## src/rtl/tmr_pkg.sv

```systemverilog
package tmr_pkg;

  typedef enum logic [1:0] {
    MODE_TIMER = 2'b00,
    MODE_GATED = 2'b01,
    MODE_EVENT = 2'b10,
    MODE_QUAD  = 2'b11
  } tmr_mode_e;

  // Strobes from control to datapath for one cycle
  typedef struct packed {
    logic load;  // write port wins
    logic step;  // advance by one
    logic down;  // direction of the step
  } tmr_strobe_t;

endpackage

```

## src/rtl/tmr_sync.sv

```systemverilog
module tmr_sync #(
  parameter int WIDTH  = 2,
  parameter int STAGES = 2
) (
  input  logic             clk,
  input  logic             rst,
  input  logic [WIDTH-1:0] asyncIn,
  output logic [WIDTH-1:0] syncOut
);

  logic [WIDTH-1:0] stage [STAGES];

  always_ff @(posedge clk) begin
    if (rst) stage[0] <= '0;
    else     stage[0] <= asyncIn;
  end

  for (genvar g = 1; g < STAGES; g++) begin : g_stage
    always_ff @(posedge clk) begin
      if (rst) stage[g] <= '0;
      else     stage[g] <= stage[g-1];
    end
  end

  assign syncOut = stage[STAGES-1];

endmodule

```

## src/rtl/tmr_ctrl.sv

```systemverilog
module tmr_ctrl
  import tmr_pkg::*;
#(
  parameter int PRE_SEL_W     = 3,
  parameter int PRE_BASE_LOG2 = 3
) (
  input  logic                 clk,
  input  logic                 rst,
  input  tmr_mode_e            mode,
  input  logic [PRE_SEL_W-1:0] preSel,
  input  logic                 run,
  input  logic                 dirDown,
  input  logic                 wrEn,
  input  logic [1:0]           inSync,   // bit0 pin/A, bit1 aux/B
  output tmr_strobe_t          strobe,
  output logic                 dirInd
);

  localparam int PRE_W = PRE_BASE_LOG2 + (1 << PRE_SEL_W) - 1;

  logic [1:0]       prevIn;
  logic [PRE_W-1:0] preCnt;
  logic [PRE_W:0]   divFull;
  logic [PRE_W-1:0] divMax;
  logic             quadDir;

  logic pinS, auxS, cfgDown, pinRise, aChg, bChg, quadValid, quadUp;
  logic preEn, preTick;

  assign pinS    = inSync[0];
  assign auxS    = inSync[1];
  assign cfgDown = dirDown ^ auxS;
  assign pinRise = pinS & ~prevIn[0];
  assign aChg    = pinS ^ prevIn[0];
  assign bChg    = auxS ^ prevIn[1];

  // exactly one of A/B moved; sense from which one and the other's level
  assign quadValid = aChg ^ bChg;
  assign quadUp    = aChg ? (pinS != auxS) : (auxS == pinS);

  assign divFull = (PRE_W+1)'(1) << (PRE_BASE_LOG2 + int'(preSel));
  assign divMax  = PRE_W'(divFull - 1'b1);

  assign preEn   = run && ((mode == MODE_TIMER) || ((mode == MODE_GATED) && pinS));
  assign preTick = preEn && (preCnt == divMax);

  always_comb begin
    strobe.load = wrEn;
    strobe.step = 1'b0;
    strobe.down = cfgDown;
    unique case (mode)
      MODE_TIMER, MODE_GATED: strobe.step = preTick;
      MODE_EVENT:             strobe.step = run && pinRise;
      MODE_QUAD: begin
        strobe.step = run && quadValid;
        strobe.down = ~quadUp;
      end
      default: strobe.step = 1'b0;
    endcase
  end

  assign dirInd = (mode == MODE_QUAD) ? quadDir : cfgDown;

  always_ff @(posedge clk) begin
    if (rst) begin
      prevIn  <= '0;
      preCnt  <= '0;
      quadDir <= 1'b0;
    end else begin
      prevIn <= inSync;
      if (!run || mode == MODE_EVENT || mode == MODE_QUAD) preCnt <= '0;
      else if (preTick)                                    preCnt <= '0;
      else if (preEn)                                      preCnt <= PRE_W'(preCnt + 1'b1);
      if (mode == MODE_QUAD && run && quadValid) quadDir <= ~quadUp;
    end
  end

  // nothing steps while stopped
  a_r10_idle: assert property (@(posedge clk) disable iff (rst)
    !run |-> !strobe.step);

  // simultaneous A/B change is rejected
  a_r6_double_edge: assert property (@(posedge clk) disable iff (rst)
    (mode == MODE_QUAD && (inSync ^ prevIn) == 2'b11) |-> !strobe.step);

  // closed gate blocks stepping
  a_r3_gate_closed: assert property (@(posedge clk) disable iff (rst)
    (mode == MODE_GATED && !inSync[0]) |-> !strobe.step);

  // prescaled steps are never back to back
  a_r2_spacing: assert property (@(posedge clk) disable iff (rst)
    (mode == MODE_TIMER && strobe.step) |=> (mode != MODE_TIMER || !strobe.step));

  // quadrature direction indicator follows the last valid step
  a_r11_quad_dir: assert property (@(posedge clk) disable iff (rst)
    (mode == MODE_QUAD && strobe.step) |=> (mode != MODE_QUAD || dirInd == $past(strobe.down)));

endmodule

```

## src/rtl/tmr_dpath.sv

```systemverilog
module tmr_dpath
  import tmr_pkg::*;
#(
  parameter int CNT_W = 16
) (
  input  logic             clk,
  input  logic             rst,
  input  tmr_strobe_t      strobe,
  input  logic [CNT_W-1:0] wrData,
  output logic [CNT_W-1:0] count,
  output logic             wrapPulse
);

  always_ff @(posedge clk) begin
    if (rst) begin
      count     <= '0;
      wrapPulse <= 1'b0;
    end else begin
      wrapPulse <= 1'b0;
      if (strobe.load) begin
        count <= wrData;
      end else if (strobe.step) begin
        if (strobe.down) begin
          count     <= count - 1'b1;
          wrapPulse <= (count == '0);
        end else begin
          count     <= count + 1'b1;
          wrapPulse <= (count == '1);
        end
      end
    end
  end

  // load wins and never reports a wrap
  a_r9_load_wins: assert property (@(posedge clk) disable iff (rst)
    strobe.load |=> (count == $past(wrData) && !wrapPulse));

  // upward wrap
  a_r8_up_wrap: assert property (@(posedge clk) disable iff (rst)
    (strobe.step && !strobe.load && !strobe.down && count == '1) |=> (count == '0 && wrapPulse));

  // downward wrap
  a_r8_down_wrap: assert property (@(posedge clk) disable iff (rst)
    (strobe.step && !strobe.load && strobe.down && count == '0) |=> (count == '1 && wrapPulse));

  // pulse lasts one cycle
  a_r8_pulse_single: assert property (@(posedge clk) disable iff (rst)
    wrapPulse |=> !wrapPulse);

  // no strobe, no change
  a_r10_hold: assert property (@(posedge clk) disable iff (rst)
    (!strobe.step && !strobe.load) |=> ($stable(count) && !wrapPulse));

endmodule

```

## src/rtl/tmr_multimode.sv

```systemverilog
module tmr_multimode
  import tmr_pkg::*;
#(
  parameter int CNT_W         = 16,
  parameter int PRE_SEL_W     = 3,
  parameter int PRE_BASE_LOG2 = 3,
  parameter int SYNC_STAGES   = 2
) (
  input  logic                 clk,
  input  logic                 rst,
  input  logic [1:0]           mode,
  input  logic [PRE_SEL_W-1:0] preSel,
  input  logic                 run,
  input  logic                 dirDown,
  input  logic                 pinIn,
  input  logic                 pinAux,
  input  logic                 wrEn,
  input  logic [CNT_W-1:0]     wrData,
  output logic [CNT_W-1:0]     count,
  output logic                 wrapPulse,
  output logic                 countDown
);

  logic [1:0]  inSync;
  tmr_strobe_t strobe;

  tmr_sync #(.WIDTH(2), .STAGES(SYNC_STAGES)) i_sync (
    .clk     (clk),
    .rst     (rst),
    .asyncIn ({pinAux, pinIn}),
    .syncOut (inSync)
  );

  tmr_ctrl #(.PRE_SEL_W(PRE_SEL_W), .PRE_BASE_LOG2(PRE_BASE_LOG2)) i_ctrl (
    .clk     (clk),
    .rst     (rst),
    .mode    (tmr_mode_e'(mode)),
    .preSel  (preSel),
    .run     (run),
    .dirDown (dirDown),
    .wrEn    (wrEn),
    .inSync  (inSync),
    .strobe  (strobe),
    .dirInd  (countDown)
  );

  tmr_dpath #(.CNT_W(CNT_W)) i_dpath (
    .clk       (clk),
    .rst       (rst),
    .strobe    (strobe),
    .wrData    (wrData),
    .count     (count),
    .wrapPulse (wrapPulse)
  );

endmodule

```

## config.mk

```make
export PLATFORM = sky130hd
export DESIGN_NAME = tmr_multimode
export DESIGN_NICKNAME = d
export VERILOG_FILES = /design/src/rtl/tmr_pkg.sv /design/src/rtl/tmr_sync.sv /design/src/rtl/tmr_ctrl.sv /design/src/rtl/tmr_dpath.sv /design/src/rtl/tmr_multimode.sv
export SDC_FILE = /design/constraint.sdc
export NUM_CORES = 1
export LEC_CHECK = 0
export BUFFER_PORTS_ARGS = -buffer_cell sky130_fd_sc_hd__clkbuf_2
export CAP_MARGIN = 15
export CORE_MARGIN = 2
export CORE_UTILIZATION = 36
export DETAILED_ROUTE_END_ITERATION = 10
export PLACE_DENSITY = 0.55
export SLEW_MARGIN = 10
export SYNTH_ARGS = -nofsm -noshare
export SYNTH_HDL_FRONTEND = slang
export SYNTH_SLANG_ARGS = --single-unit
```

## constraint.sdc

```tcl
create_clock -name clk -period 6.15 [get_ports clk]
set_clock_uncertainty 0.05 [all_clocks]
set_input_delay 0.3075 -clock clk [delete_from_list [all_inputs] [get_ports clk]]
set_output_delay 0.3075 -clock clk [all_outputs]
set_load 0.01 [all_outputs]
```

== Yosys cells after proc, flatten, opt, wreduce, memory -nomap -nowiden ==
Memory sizes are Yosys's and may differ from the RTL's.
Cells that the tools add are included.

* Bits in registers: 30
* Memory bits (writable): 4
* Bits of input ports: 28
* Output and inout port bits: 18
* Memories: 1

{| class="wikitable"
|+ Memories
! memory !! depth !! bits a word !! read ports !! clocked after memory_dff !! write ports !! RTL line !! RTL
|-
| i_sync.stage || 2 || 2 || 2 || 0 || 2 || tmr_sync.sv:11 || <nowiki>logic [WIDTH-1:0] stage [STAGES];</nowiki>
|}

* $add $sub $neg: 5
* Equal/unequal tests: 7
* Shifts and indexed selects: 1
* Mux-type cells: 13
* Bitwise operators: 10
* Reductions and logical operators: 17

{| class="wikitable"
|+ Operator list
! kind !! number
|-
| $mux 16 || 3
|-
| $shl 1x32->10 const A || 1
|-
| $add 16x1->16 const B || 1
|-
| $eq 16x16->1 const B || 1
|-
| $logic_not 16->1 || 1
|-
| $sub 16x1->16 const B || 1
|-
| $add 10x1->10 const B || 1
|-
| $eq 10x10->1 || 1
|-
| $sub 10x1->10 const B || 1
|-
| $logic_and 1x1->1 || 7
|-
| $mux 1 || 7
|-
| $reduce_or 3->1 || 2
|-
| $add 2x3->4 const A || 1
|-
| $eq 2x2->1 const B || 2
|-
| $mux 2 || 2
|-
| $xor 1x1->1 || 4
|-
| $logic_or 1x1->1 || 3
|-
| $not 1->1 || 3
|-
| $pmux 1 s3 || 1
|-
| $eq 2x1->1 const B || 1
|-
| $logic_not 2->1 || 1
|-
| $or 1x1->1 || 2
|-
| $reduce_bool 2->1 || 1
|-
| $reduce_or 2->1 || 1
|-
| other kinds (4) || 4
|}

== Logic depth before layout (Yosys ltp) ==
Gate-level depths: netlist of the first run.

* Word-level depth: 8
* Gate-level depth with buffers: 13
* Gate-level depth less buffers: 13

== Cells and area by module ==
Synthesis of the first run repeated with hierarchy kept, for this count alone.

* Cell total of the unflattened synthesis: 312
* Area total of the unflattened synthesis: 2491.1 um2

{| class="wikitable"
|+ Modules (own cells, without submodules)
! module !! instances !! cells an instance !! area an instance (um2)
|-
| tmr_dpath || 1 || 200 || 1542.7
|-
| tmr_ctrl || 1 || 104 || 843.3
|-
| tmr_sync || 1 || 8 || 105.1
|}

== Least setup slack after synthesis of the first run ==
OpenSTA, ideal clock, no wires.

* Path kind: flip-flop to flip-flop
* Start point: memory i_sync.stage[1][0]
* End point: register i_dpath.count[13]
* Setup time: 0.079 ns
* Data arrival time: 3.102 ns
* Path slack: 2.919 ns
* Cell stages (with the launch flop): 13
* Buffers on the path: 0
* Clock period less this slack: 3.231 ns
* Cells stage by stage: dfxtp_1 -> ha_1 -> xnor2_1 -> mux2i_1 -> xor2_1 -> inv_1 -> ha_1 -> a21oi_1 -> a211o_1 -> a21oi_1 -> o211a_1 -> or4_1 -> o211ai_1

{| class="wikitable"
|+ RTL lines
! element !! RTL line !! RTL
|-
| start: declaration || tmr_sync.sv:11 ||
|-
| end signal: assignment || tmr_dpath.sv:21 || <nowiki>count <= wrData;</nowiki>
|-
| end signal: assignment || tmr_dpath.sv:24 || <nowiki>count <= count - 1'b1;</nowiki>
|-
| end signal: assignment || tmr_dpath.sv:27 || <nowiki>count <= count + 1'b1;</nowiki>
|-
| end: declaration || tmr_dpath.sv:10 || <nowiki>output logic [CNT_W-1:0] count,</nowiki>
|}

==> results.md, run 1 <==
- Status: finished, final reports clean
- Most common cell type on the critical path: ha_1
- NetSw: 0.2155 mW
- EDFF count, synth: 0
- CTS tree: yes
- Largest net degree at the start of global routing: 23
- Hold path cells: 2
- Critical setup path kind: register to register
- Hold_sp: pinAux
- Per-cell routed wire length: 15.25 um
- Synth area leaders: dfxtp_1 (27%), ha_1 (8.5%), xnor2_1 (4.9%), a21oi_1 (4.6%), nor2_1 (4.2%)
- Worst Reg-to-Reg Cells: 12
- Starting Density: 37.17%
- Number of synthesized register bits: 34
- Die area: 7660 sq um
- Vias in the first global route: 2,240
- Max-slew headroom: 54.40%
- Mapped Nets: 348
- Post-DP HPWL: 4985 um
- Worst Path Required: 6.32 ns
- PD cells: 236.4 nW/um^2
- Yosys cell types: 57
- Top_reg_cell synth: dfxtp_1
- Placed cell areas: 2780 sq um
- Number of port buffers: 45
- First-pass GRT wire length: 10,630 um
- Dpl ws: 2.499 ns
- CTS H-tree lvls: 2
- Critical R2R Capture: i_dpath.count[13]$_SDFFE_PP0P_
- Worst vdd ir: 0.1150 mV
- CP delay by family, top: adder cells
- Synth warn: 0
- Die W: 87.52 um
- Setup TNS: 0 ns
- Crit-path max FO: 16
- I/O pins: 46
- Origin of the critical flop-to-flop path: i_sync.stage[1][0]$_SDFF_PP0_
- Layout fillers: 714
- Fin nets: 389
- Final Hold Vio Count: 0
- Skew-Pair Late Insertion Delay: 0.30 ns
- Post-synthesis cell count: 302
- Slew Viols, Final: 0
- Async set-reset flop share out of synthesis: 0%
- Mapped Area: 2511 sq um
- Clock Pin Slew Worst Setup and Hold Paths: 0.07 ns
- Design Power: 0.6896 mW
- Crit-path cells: ha_1 > xnor2_1 > mux2i_1 > xor2_1 > inv_1 > ha_1 > nand3_1 > a211o_1 > a21oi_1 > nor4_1 > or4_1 > o211ai_1
- Cell internal pwr: 0.4741 mW
- Sink Count: 34
- Post-CTS Setup Inserts: 0
- Initial antenna violation count: 0
- Seq pwr share: 35.3%
- # DRC: 0
- Layout area overhead: 16.19%
- Clk pwr share: 37.2%
- Diode count: 0
- Worst Setup Start Kind: register
- Maximum Capacitance Violations: 0
- Post-synthesis sequential area ratio: 27.11%
- CP max stage delay: 0.48 ns
- CTS buffer count: 5
- Share of layout cells above drive strength 1: 18.31%
- Vias: 2,376
- Grt ovf: 0
- Finished Cell Area: 2918 sq um
- Cts repair resizes: 0
- Yosys top cell by area: dfxtp_1
- Combinational power share: 27.5%
- WP depth: 12
- Slowest CP cell: or4_1
- Max clock buf depth: 2
- Leakage: 1.209 nW
- Vias per inst: 5.604
- Core area: 6756 sq um
- Fin crit share: 60.10%
- Synth top area share: 27.11%
- Fmax: 0.2706 GHz
- Cts-stage hold buffer count: 0
- Root buf cell: clkbuf_8
- Minimum clock period: 3.696 ns
- Wirelength, routed: 6466 um
- RSZ-0062 raised after global routing: false
- Hold path endpoint: i_sync.stage[0][1]$_SDFF_PP0_
- Worst Path Arrival: 3.87 ns
- Finished Core Util: 43.19%
- Final WS setup: 2.454 ns
- Global Route Usage Sum: 17.73%
- Hold WC Path Type: input pin to register
- R2r setup slk: 2.45 ns
- Row cnt: 30
- Iter 0 DRT Violations: 116
- Antenna Nets Post-Route: 0
- Worst Max-Slew Pin Slew: 0.6833 ns
- Buf/Inv on CP: 1
- DR pass1 iterations: 5
- Setup-failing EPs final: 0
- Mean post-synth cell area: 8.315 sq um
- Switching share of power: 31.25%
- Crit end category: register
- Die H: 87.52 um
- Final estimated routing congestion in global placement: 0.8952
==> Yosys cell counts (5+ instances only) <==
| library cell | n |
|---|---|
| a211oi_1 | 9 |
| a21oi_1 | 23 |
| and3_1 | 6 |
| clkbuf_1 | 7 |
| dfxtp_1 | 34 |
| ha_1 | 17 |
| inv_1 | 7 |
| mux2i_1 | 10 |
| nand2_1 | 25 |
| nand3_1 | 9 |
| nand4_1 | 11 |
| nor2_1 | 28 |
| nor2b_1 | 6 |
| nor3_1 | 5 |
| nor4_1 | 8 |
| o21ai_0 | 13 |
| or3_1 | 5 |
| xnor2_1 | 14 |
| xor2_1 | 12 |
==> placed cells by master, fill, tap and decap left out, types with 3 or more instances in the layout <==
cell type,netlist,layout
and3_1,6,6
a41oi_1,3,3
dfxtp_1,34,34
a211oi_1,9,9
clkbuf_8,0,5
inv_1,7,7
nand2_1,25,25
xor2_1,12,12
o21ai_0,13,13
or3_1,5,5
xnor2_1,14,14
a21oi_1,23,23
o21a_1,3,3
nor2_1,28,28
nor4_1,8,8
nand2b_1,3,3
nor3_1,5,5
mux2i_1,10,10
o211ai_1,3,3
nand4_1,11,11
nand3_1,9,9
nor2b_1,6,6
clkbuf_2,0,45
ha_1,17,17
==> worst max path at each step <==
| stage | startpoint | end | slack, ns |
|---|---|---|---|
| global placement | i_sync.stage[1][0]$_SDFF_PP0_ | i_dpath.count[13]$_SDFFE_PP0P_ | 2.60 |
| detailed placement | i_sync.stage[1][0]$_SDFF_PP0_ | i_dpath.count[13]$_SDFFE_PP0P_ | 2.50 |
| finish | i_sync.stage[1][0]$_SDFF_PP0_ | i_dpath.count[13]$_SDFFE_PP0P_ | 2.45 |
| CTS | i_sync.stage[1][0]$_SDFF_PP0_ | i_dpath.count[13]$_SDFFE_PP0P_ | 2.47 |
| global route | i_sync.stage[1][0]$_SDFF_PP0_ | i_dpath.count[12]$_SDFFE_PP0P_ | 2.10 |
| floorplan | i_sync.stage[1][0]$_SDFF_PP0_ | i_dpath.count[13]$_SDFFE_PP0P_ | 2.92 |
==> registers in the layout (all words and copies together), names as in the netlist <==
signal	flops
i_ctrl.prevIn	2
i_ctrl.preCnt	10
i_sync.stage	4
i_ctrl.quadDir	1
i_dpath.wrapPulse	1
i_dpath.count	16
==> power by group through the flow <==
stage                     registers, mW  logic (mW)  clock network (mW)
after detailed placement          0.249       0.190                   0
after floorplan                   0.248       0.140                   0
after global routing              0.245       0.215               0.272
after CTS                         0.244       0.191               0.262
after global placement            0.249       0.190                   0
final                             0.244       0.190               0.256
==> cell type report <==
cell class                      count  area [sq um]  area share [%]
Timing Repair Buffer               45         225.2           7.719
Clock buffer                        5         68.82           2.358
Tap cell                           80         100.1           3.431
Inverter                            7         26.28          0.9005
Clock inverter                      3         68.82           2.358
Sequential cell                    34         680.7           23.33
Multi-Input combinational cell    250          1748           59.91
==> routing by layer <==
layer | up-vias | track usage (%) | wire length (um)
li1 | 1206 | - | -
met1 | 1120 | 20.62 | 2785
met2 | 44 | 32.37 | 3370
met3 | 6 | 4.265 | 235
met4 | 0 | 4.615 | 75
met5 | - | 0 | 0
==> through the flow <==
step / hold WS, ns / cells
6_report: 0.1686 / 424
3_3_place_gp: 0.3684 / 416
4_1_cts: 0.1695 / 424
3_5_place_dp: 0.3776 / 416
5_1_grt: 0.1692 / 424
2_1_floorplan: 0.3638 / 302
==> cells by family (layout without fill, tap and decap cells) <==
family / count (synthesis) / count (layout) / synth area share [%]
buf+inv: 18 / 60 / 3.289
xor+xnor: 27 / 27 / 10.01
flops: 34 / 34 / 27.11
mux: 11 / 11 / 4.435
simple gates: 118 / 118 / 24.37
fa+ha+maj: 18 / 18 / 9.267
compound gates: 76 / 76 / 21.53
(Power assumes the default switching activity.)
==> inputs of run 2 (changes only) <==
--- a/config.mk
+++ b/config.mk
@@ -5,12 +5,13 @@
 export SDC_FILE = /design/constraint.sdc
 export NUM_CORES = 1
 export LEC_CHECK = 0
+export ABC_AREA = 1
 export BUFFER_PORTS_ARGS = -buffer_cell sky130_fd_sc_hd__clkbuf_2
 export CAP_MARGIN = 15
 export CORE_MARGIN = 2
 export CORE_UTILIZATION = 36
 export DETAILED_ROUTE_END_ITERATION = 10
-export PLACE_DENSITY = 0.55
+export PLACE_DENSITY = 0.56
 export SLEW_MARGIN = 10
 export SYNTH_ARGS = -nofsm -noshare
 export SYNTH_HDL_FRONTEND = slang
==> constraint.sdc (replaced) <==
create_clock -name clk -period 3.4 [get_ports clk]
set_clock_uncertainty 0.05 [all_clocks]
set_input_delay 0.17 -clock clk [delete_from_list [all_inputs] [get_ports clk]]
set_output_delay 0.17 -clock clk [all_outputs]
set_load 0.01 [all_outputs]
==> run 2 against run 1 <==
  * Sequential power grew 82%
  * Maximum frequency grew 23%
  * Critical path depth rose by 5
  * Non-clock buffer count rose by 1
  * Cell count up 48%
  * Worst setup slack lost 2.1 ns
  * Clock power up 27%
  * Core utilization shrank 0.43 points
  * Via count rose by 28%
  * Die area is 16% higher
  * Critical endpoint is now i_dpath.count[7]$_SDFFE_PP0P_
==> results.md, run 2 <==
- Status: finished, final reports clean
- Fin crit share: 88.57% (+28 points)
- Number of synthesized register bits: 34 (unchanged)
- Row cnt: 32 (+6.7%)
- Crit end category: register
- Commonest cells post-synth: nand2_1 (165), inv_1 (62), nor2_1 (47), nand3_1 (40), dfxtp_1 (34)
- Cts repair resizes: 0 (unchanged)
- First-pass GRT wire length: 12,910 um (+21%)
- WP depth: 17 (+5)
- Fmax: 0.3321 GHz (+23%)
- Hold path cells: 3 (+1)
- Vias: 3,044 (+28%)
- Die H: 94.28 um (+7.7%)
- Slowest CP cell: ha_1
- Max-slew headroom: 58.57% (+4.2 points)
- Async set-reset flop share out of synthesis: 0% (unchanged)
- Most common cell after layout, fill and taps aside: nand2_1
- Yosys top cell by area: dfxtp_1
- Wirelength, routed: 7647 um (+18%)
- Mean post-synth cell area: 6.138 sq um (-26%)
- Antenna Nets Post-Route: 0 (unchanged)
- Final estimated routing congestion in global placement: 0.8995 (+0.48%)
- Layout area overhead: 13.77%
- Final Hold Vio Count: 0 (unchanged)
- Critical setup path kind: register to register
- I/O pins: 46 (unchanged)
- Synth warn: 0 (unchanged)
- Max clock buf depth: 2 (unchanged)
- Root buf cell: clkbuf_8
- Largest net degree at the start of global routing: 21 (-8.7%)
- CP max stage delay: 0.41 ns (-0.07 ns)
- Grt ovf: 0 (unchanged)
- Worst Path Arrival: 3.13 ns (-0.74 ns)
- Per-cell routed wire length: 12.18 um (-20%)
- Skew-Pair Late Insertion Delay: 0.29 ns (about the same)
- Buf/Inv on CP: 2 (+1)
- Hold WC Path Type: input pin to register
- Top_reg_cell synth: dfxtp_1
- Largest Register: i_dpath.count
- DR pass1 iterations: 4 (-1)
- Final WS setup: 0.3885 ns (-2.065 ns)
- Vias in the first global route: 2,835 (+27%)
- Vias per inst: 4.847 (-14%)
- Post-synthesis cell count: 478 (+58%)
- Sink Count: 34 (unchanged)
- Worst Path Required: 3.52 ns (-2.80 ns)
- Post-Layout Cell Count: 628 (+48%)
- Initial antenna violation count: 0 (unchanged)
- Placed insts: 620 (+49%)
- Design Power: 1.145 mW (+66%)
- Starting Density: 37.58% (+0.41 points)
- R2r setup slk: 0.39 ns (-2.07 ns)
- Die W: 94.28 um (+7.7%)
- # DRC: 0 (unchanged)
- Worst vdd ir: 0.1681 mV (+46%)
- Worst Reg-to-Reg Cells: 17 (+5)
- Post-synthesis sequential area ratio: 23.20% (-3.9 points)
- Commonest non-fill, non-tap cells in the layout: nand2_1 (164), inv_1 (62), nor2_1 (47), clkbuf_2 (45), nand3_1 (40)
- CP delay by family, top: simple AND/OR/NAND/NOR gates
- Minimum clock period: 3.011 ns (-0.6846 ns)
- Synth top area share: 23.20% (-3.9 points)
- Most common cell type on the critical path: nand2_1
- RSZ-0062 raised after global routing: false
- CP Launch Point: i_ctrl.prevIn[0]$_SDFF_PP0_
- Post-CTS Setup Inserts: 0 (unchanged)
- Clock Pin Slew Worst Setup and Hold Paths: 0.08 ns (about the same)
- CTS buffer count: 5 (unchanged)
- Worst Max-Slew Pin Slew: 0.6207 ns (-0.06253 ns)
- EDFF count, synth: 0 (unchanged)
- Share of layout cells above drive strength 1: 18.82% (+0.51 points)
- Die area: 8889 sq um (+16%)
- Mapped Area: 2934 sq um (+17%)
- Setup TNS: 0 ns (unchanged)
- Registers with the most flip-flops: i_dpath.count x16, i_ctrl.preCnt x10, i_sync.stage x4
- Maximum Capacitance Violations: 0 (unchanged)
- Worst Setup Start Kind: register
- Core area: 7807 sq um (+16%)
- Slew Viols, Final: 0 (unchanged)
- Fin nets: 571 (+47%)
- Leakage: 1.750 nW (+45%)
- Placed cell areas: 3241 sq um (+17%)
- Max reg flops: 16 (unchanged)
- Critical R2R Capture: i_dpath.count[7]$_SDFFE_PP0P_
- Top-count cell post-synth: nand2_1
- Cts-stage hold buffer count: 0 (unchanged)
- Crit-path cells: inv_1 > ha_1 > inv_1 > nand2_1 > nand3_1 > nand2_1 > nand2_1 > nand2_2 > ha_1 > or2_2 > nand3_1 > nand2_1 > or2_2 > nand3_1 > nand2_1 > nand2_1 > a21oi_2
- Origin of the critical flop-to-flop path: i_ctrl.prevIn[0]$_SDFF_PP0_
- Post-DP HPWL: 6131 um (+23%)
- CP endpoint: i_dpath.count[7]$_SDFFE_PP0P_
- Number of port buffers: 45 (unchanged)
- Diode count: 0 (unchanged)
- Crit-path max FO: 9 (-7)
- Finished Cell Area: 3338 sq um (+14%)
- CTS tree: yes
- Yosys cell types: 36 (-37%)
- Setup-failing EPs final: 0 (unchanged)
- PD cells: 343.1 nW/um^2 (+45%)
- Synth area leaders: dfxtp_1 (23%), nand2_1 (21%), inv_1 (7.9%), ha_1 (7.2%), nand3_1 (6.8%)
- Global Route Usage Sum: 18.30% (+0.57 points)
- Dpl ws: 0.2622 ns (-2.237 ns)
- Mapped Nets: 524 (+51%)
- Hold WS: 0.01208 ns (-0.1565 ns)
- Iter 0 DRT Violations: 75 (-35%)
- Finished Core Util: 42.76% (-0.43 points)
- CTS H-tree lvls: 2 (unchanged)
-- run 2: final cells by class --
type | count | area [sq um]
timing repair buffer | 46 | 232.7
fill | 869 | 4469
tap | 102 | 127.6
inverter | 66 | 247.7
clock buffer | 6 | 82.58
sequential | 34 | 680.7
multi-input combinational | 372 | 1954
clock inverter | 2 | 12.51
-- run 2: report_power, final --
| group | leakage (nW) | switching, mW | internal, mW |
|---|---|---|---|
| Combinational | 1.42 | 0.232 | 0.142 |
| Sequential | 0.278 | 0.0287 | 0.416 |
| Clock | 0.0472 | 0.163 | 0.163 |
-- run 2: how the worst min path moves through the flow --
stage	startpoint	end	slack [ns]
6_report	pinAux	i_sync.stage[0][1]$_SDFF_PP0_	0.01
5_1_grt	pinAux	i_sync.stage[0][1]$_SDFF_PP0_	0.008
4_1_cts	pinAux	i_sync.stage[0][1]$_SDFF_PP0_	0.006
3_5_place_dp	pinAux	i_sync.stage[0][1]$_SDFF_PP0_	0.32
3_3_place_gp	pinAux	i_sync.stage[0][1]$_SDFF_PP0_	0.32
2_1_floorplan	pinIn	i_sync.stage[0][0]$_SDFF_PP0_	0.23
-- run 2: worst min-delay path, delay by kind of cell --
| family | cells | cell delay [ns] |
|---|---|---|
| buf+inv | 2 | 0.12 |
| simple gates | 1 | 0.03 |
-- run 2: cell families (layout without fill, tap and decap cells) --
family	count (synthesis)	in the layout	share of synthesized area (%)
adders and majority gates	18	18	7.932
buffers and inverters	72	120	10.28
DFF	34	34	23.20
and+or+nand+nor	311	311	48.87
muxes	1	1	0.3412
AOI/OAI and AO/OA	35	35	7.292
xor gates and xnor gates	7	7	2.090
-- run 2: routing by layer --
metal / track usage (%) / part of all wire, % / up-vias
met2: 32.26 / 48 / 50
met1: 23.25 / 48 / 1375
li1: - / - / 1611
met3: 1.445 / 2.7 / 8
met5: 0 / 0 / -
met4: 6.522 / 1.4 / 0
==> inputs of run 3 (changes only) <==
--- a/config.mk
+++ b/config.mk
@@ -8,7 +8,6 @@
 export ABC_AREA = 1
 export BUFFER_PORTS_ARGS = -buffer_cell sky130_fd_sc_hd__clkbuf_2
 export CAP_MARGIN = 15
-export CORE_MARGIN = 2
 export CORE_UTILIZATION = 36
 export DETAILED_ROUTE_END_ITERATION = 10
 export PLACE_DENSITY = 0.56
==> run 3 against run 2 <==
  * Cell count stayed put
  * Worst setup slack worse by 0.0022 ns
  * Wire length is 0.58% lower
  * Flip-flop and latch count stayed put
  * Critical path depth is 1 lower
  * Count of clock-buffer cells in the layout is 1 higher
==> results.md, run 3 (same netlist as run 2, synthesis figures left out) <==
- Clock Pin Slew Worst Setup and Hold Paths: 0.07 ns (about the same)
- Combinational power share: 33.0% (+0.3 points)
- Vias: 3,065 (+0.69%)
- CP max stage delay: 0.41 ns (about the same)
- Per-cell routed wire length: 12.11 um (-0.58%)
- Cts-stage hold buffer count: 0 (unchanged)
- Setup TNS: 0 ns (unchanged)
- Skew-Pair Late Insertion Delay: 0.29 ns (about the same)
- Met3 GRT Util: 2.570% (+1.1 points)
- Vias in the first global route: 2,866 (+1.1%)
- Max clock buf depth: 2 (unchanged)
- Fmax: 0.3318 GHz (about the same)
- Share of layout cells above drive strength 1: 18.63% (-0.19 points)
- Buf/Inv on CP: 1 (-1)
- Die H: 92.28 um (-2.1%)
- Seq pwr share: 39.0% (about the same)
- Global Route Usage Sum: 19.37% (+1.1 points)
- Most common cell after layout, fill and taps aside: nand2_1
- Core area: 7807 sq um (unchanged)
- Worst Setup Start Kind: register
- Most used routing layer in global routing: met2
- Max-slew headroom: 56.61% (-2.0 points)
- CP delay by family, top: simple AND/OR/NAND/NOR gates
- Clk pwr share: 28.0% (-0.5 points)
- Met1 GRT Util: 24.40% (+1.1 points)
- Root buf cell: clkbuf_8
- Finished Core Util: 42.71% (-0.048 points)
- PD cells: 341.7 nW/um^2 (-0.40%)
- Most common cell type on the critical path: nand2_1
- Critical setup path kind: register to register
- Worst Max-Slew Pin Slew: 0.6501 ns (+0.02940 ns)
- Hold WC Path Type: input pin to register
- CTS H-tree lvls: 2 (unchanged)
- Maximum Capacitance Violations: 0 (unchanged)
- Sink Count: 34 (unchanged)
- Cts repair resizes: 0 (unchanged)
- Setup-failing EPs final: 0 (unchanged)
- CTS tree: yes
- Slowest CP cell: ha_1
- Crit-path cells: ha_1 > inv_1 > nand2_1 > nand3_1 > nand2_1 > nand2_1 > nand2_2 > ha_1 > or2_2 > nand3_1 > nand2_1 > or2_2 > nand3_1 > nand2_1 > nand2_1 > a21oi_2
- Finished Cell Area: 3334 sq um (-0.11%)
- Placed cell areas: 3241 sq um (unchanged)
- Post-CTS Setup Inserts: 0 (unchanged)
- Post-DP HPWL: 6065 um (-1.1%)
- Minimum clock period: 3.014 ns (+0.002247 ns)
- Row cnt: 32 (unchanged)
- I/O pins: 46 (unchanged)
- Iter 0 DRT Violations: 92 (+23%)
- First-pass GRT wire length: 13,100 um (+1.5%)
- Worst vdd ir: 0.1365 mV (-19%)
- Initial antenna violation count: 0 (unchanged)
- # DRC: 0 (unchanged)
- Largest net degree at the start of global routing: 21 (unchanged)
- Worst Path Arrival: 3.12 ns (about the same)
- Die W: 92.28 um (-2.1%)
- Crit end category: register
- NetSw: 0.4172 mW (-1.7%)
- Number of port buffers: 45 (unchanged)
- Die area: 8516 sq um (-4.2%)
- CTS buffer count: 5 (unchanged)
- Largest Register: i_dpath.count
- Registers with the most flip-flops: i_dpath.count x16, i_ctrl.preCnt x10, i_sync.stage x4
- Crit-path max FO: 9 (unchanged)
- Final estimated routing congestion in global placement: 0.8904 (-1.0%)
- Met2 Resource Use GR: 34.02% (+1.8 points)
- Cell internal pwr: 0.7222 mW (+0.16%)
- Commonest non-fill, non-tap cells in the layout: nand2_1 (164), inv_1 (62), nor2_1 (47), clkbuf_2 (45), nand3_1 (40)
- DR pass1 iterations: 4 (unchanged)
- Leakage: 1.751 nW (about the same)
- Antenna Nets Post-Route: 0 (unchanged)
- Vias per inst: 4.881 (+0.69%)
- Status: finished, final reports clean
- Max reg flops: 16 (unchanged)
- Grt ovf: 0 (unchanged)
- Layout area overhead: 13.65%
- Starting Density: 37.58% (unchanged)
- Final Hold Vio Count: 0 (unchanged)
- Worst Path Required: 3.50 ns (-0.02 ns)
- Slew Viols, Final: 0 (unchanged)
- Fin nets: 571 (unchanged)
- Wirelength, routed: 7603 um (-0.58%)
- Fin crit share: 88.64% (about the same)
- RSZ-0062 raised after global routing: false
- Switching share of power: 36.62% (-0.42 points)
- Diode count: 0 (unchanged)
run 3: changes by cell type in the layout (fill, tap and decap cells not counted), sizes merged:
cell	before	now
clkbuf	51	52
clkinvlp	1	0
run 3: layer usage:
layer	routed length, um	vias up
met2	3556	62
met3	240	14
met1	3650	1374
met5	0	-
met4	154	0
li1	-	1615
run 3: area by class of cell:
| type | count | area [sq um] |
|---|---|---|
| fill | 877 | 4473 |
| inverter | 66 | 247.7 |
| multi-input combinational | 372 | 1954 |
| sequential | 34 | 680.7 |
| clock buffer | 7 | 86.33 |
| clock inverter | 1 | 5.005 |
| timing repair buffer | 46 | 232.7 |
| tap | 102 | 127.6 |
run 3: through the flow:
stage	total power [mW]	worst slack, ns	hold WS (ns)	std cells
floorplan	0.7256	0.5345	0.2270	478
global placement	0.8249	0.2965	0.3162	620
detailed placement	0.8284	0.2876	0.3166	620
CTS	1.154	0.2601	0.004065	628
global route	1.230	0.1074	0.01825	628
finish	1.139	0.3863	0.01463	628
run 3: final timing paths:
check / startpoint / end / slack (ns) / cells past startpoint
worst min-delay path: pinIn / i_sync.stage[0][0]$_SDFF_PP0_ / 0.01 / 3
worst max register to register: i_sync.stage[1][0]$_SDFF_PP0_ / i_dpath.count[7]$_SDFFE_PP0P_ / 0.39 / 16
worst max-delay path: i_sync.stage[1][0]$_SDFF_PP0_ / i_dpath.count[7]$_SDFFE_PP0P_ / 0.39 / 16
worst min register to register: i_sync.stage[0][1]$_SDFF_PP0_ / i_sync.stage[1][1]$_SDFF_PP0_ / 0.35 / 2
run 3: power groups by stage:
stage / sequential [mW] / clock, mW / combinational, mW
2_1_floorplan: 0.451 / 0 / 0.274
3_3_place_gp: 0.454 / 0 / 0.371
4_1_cts: 0.445 / 0.333 / 0.376
5_1_grt: 0.448 / 0.352 / 0.430
3_5_place_dp: 0.454 / 0 / 0.374
6_report: 0.445 / 0.319 / 0.376
run 3: worst reg2reg max path, delay by kind of cell (launching register included):
family	cells	cell delay, ns
AND/OR/NAND/NOR	12	1.59
flip-flops	1	0.38
buffers and inverters	1	0.11
AO/OA/AOI/OAI	1	0.06
adder cells (fa/ha/maj)	2	0.70
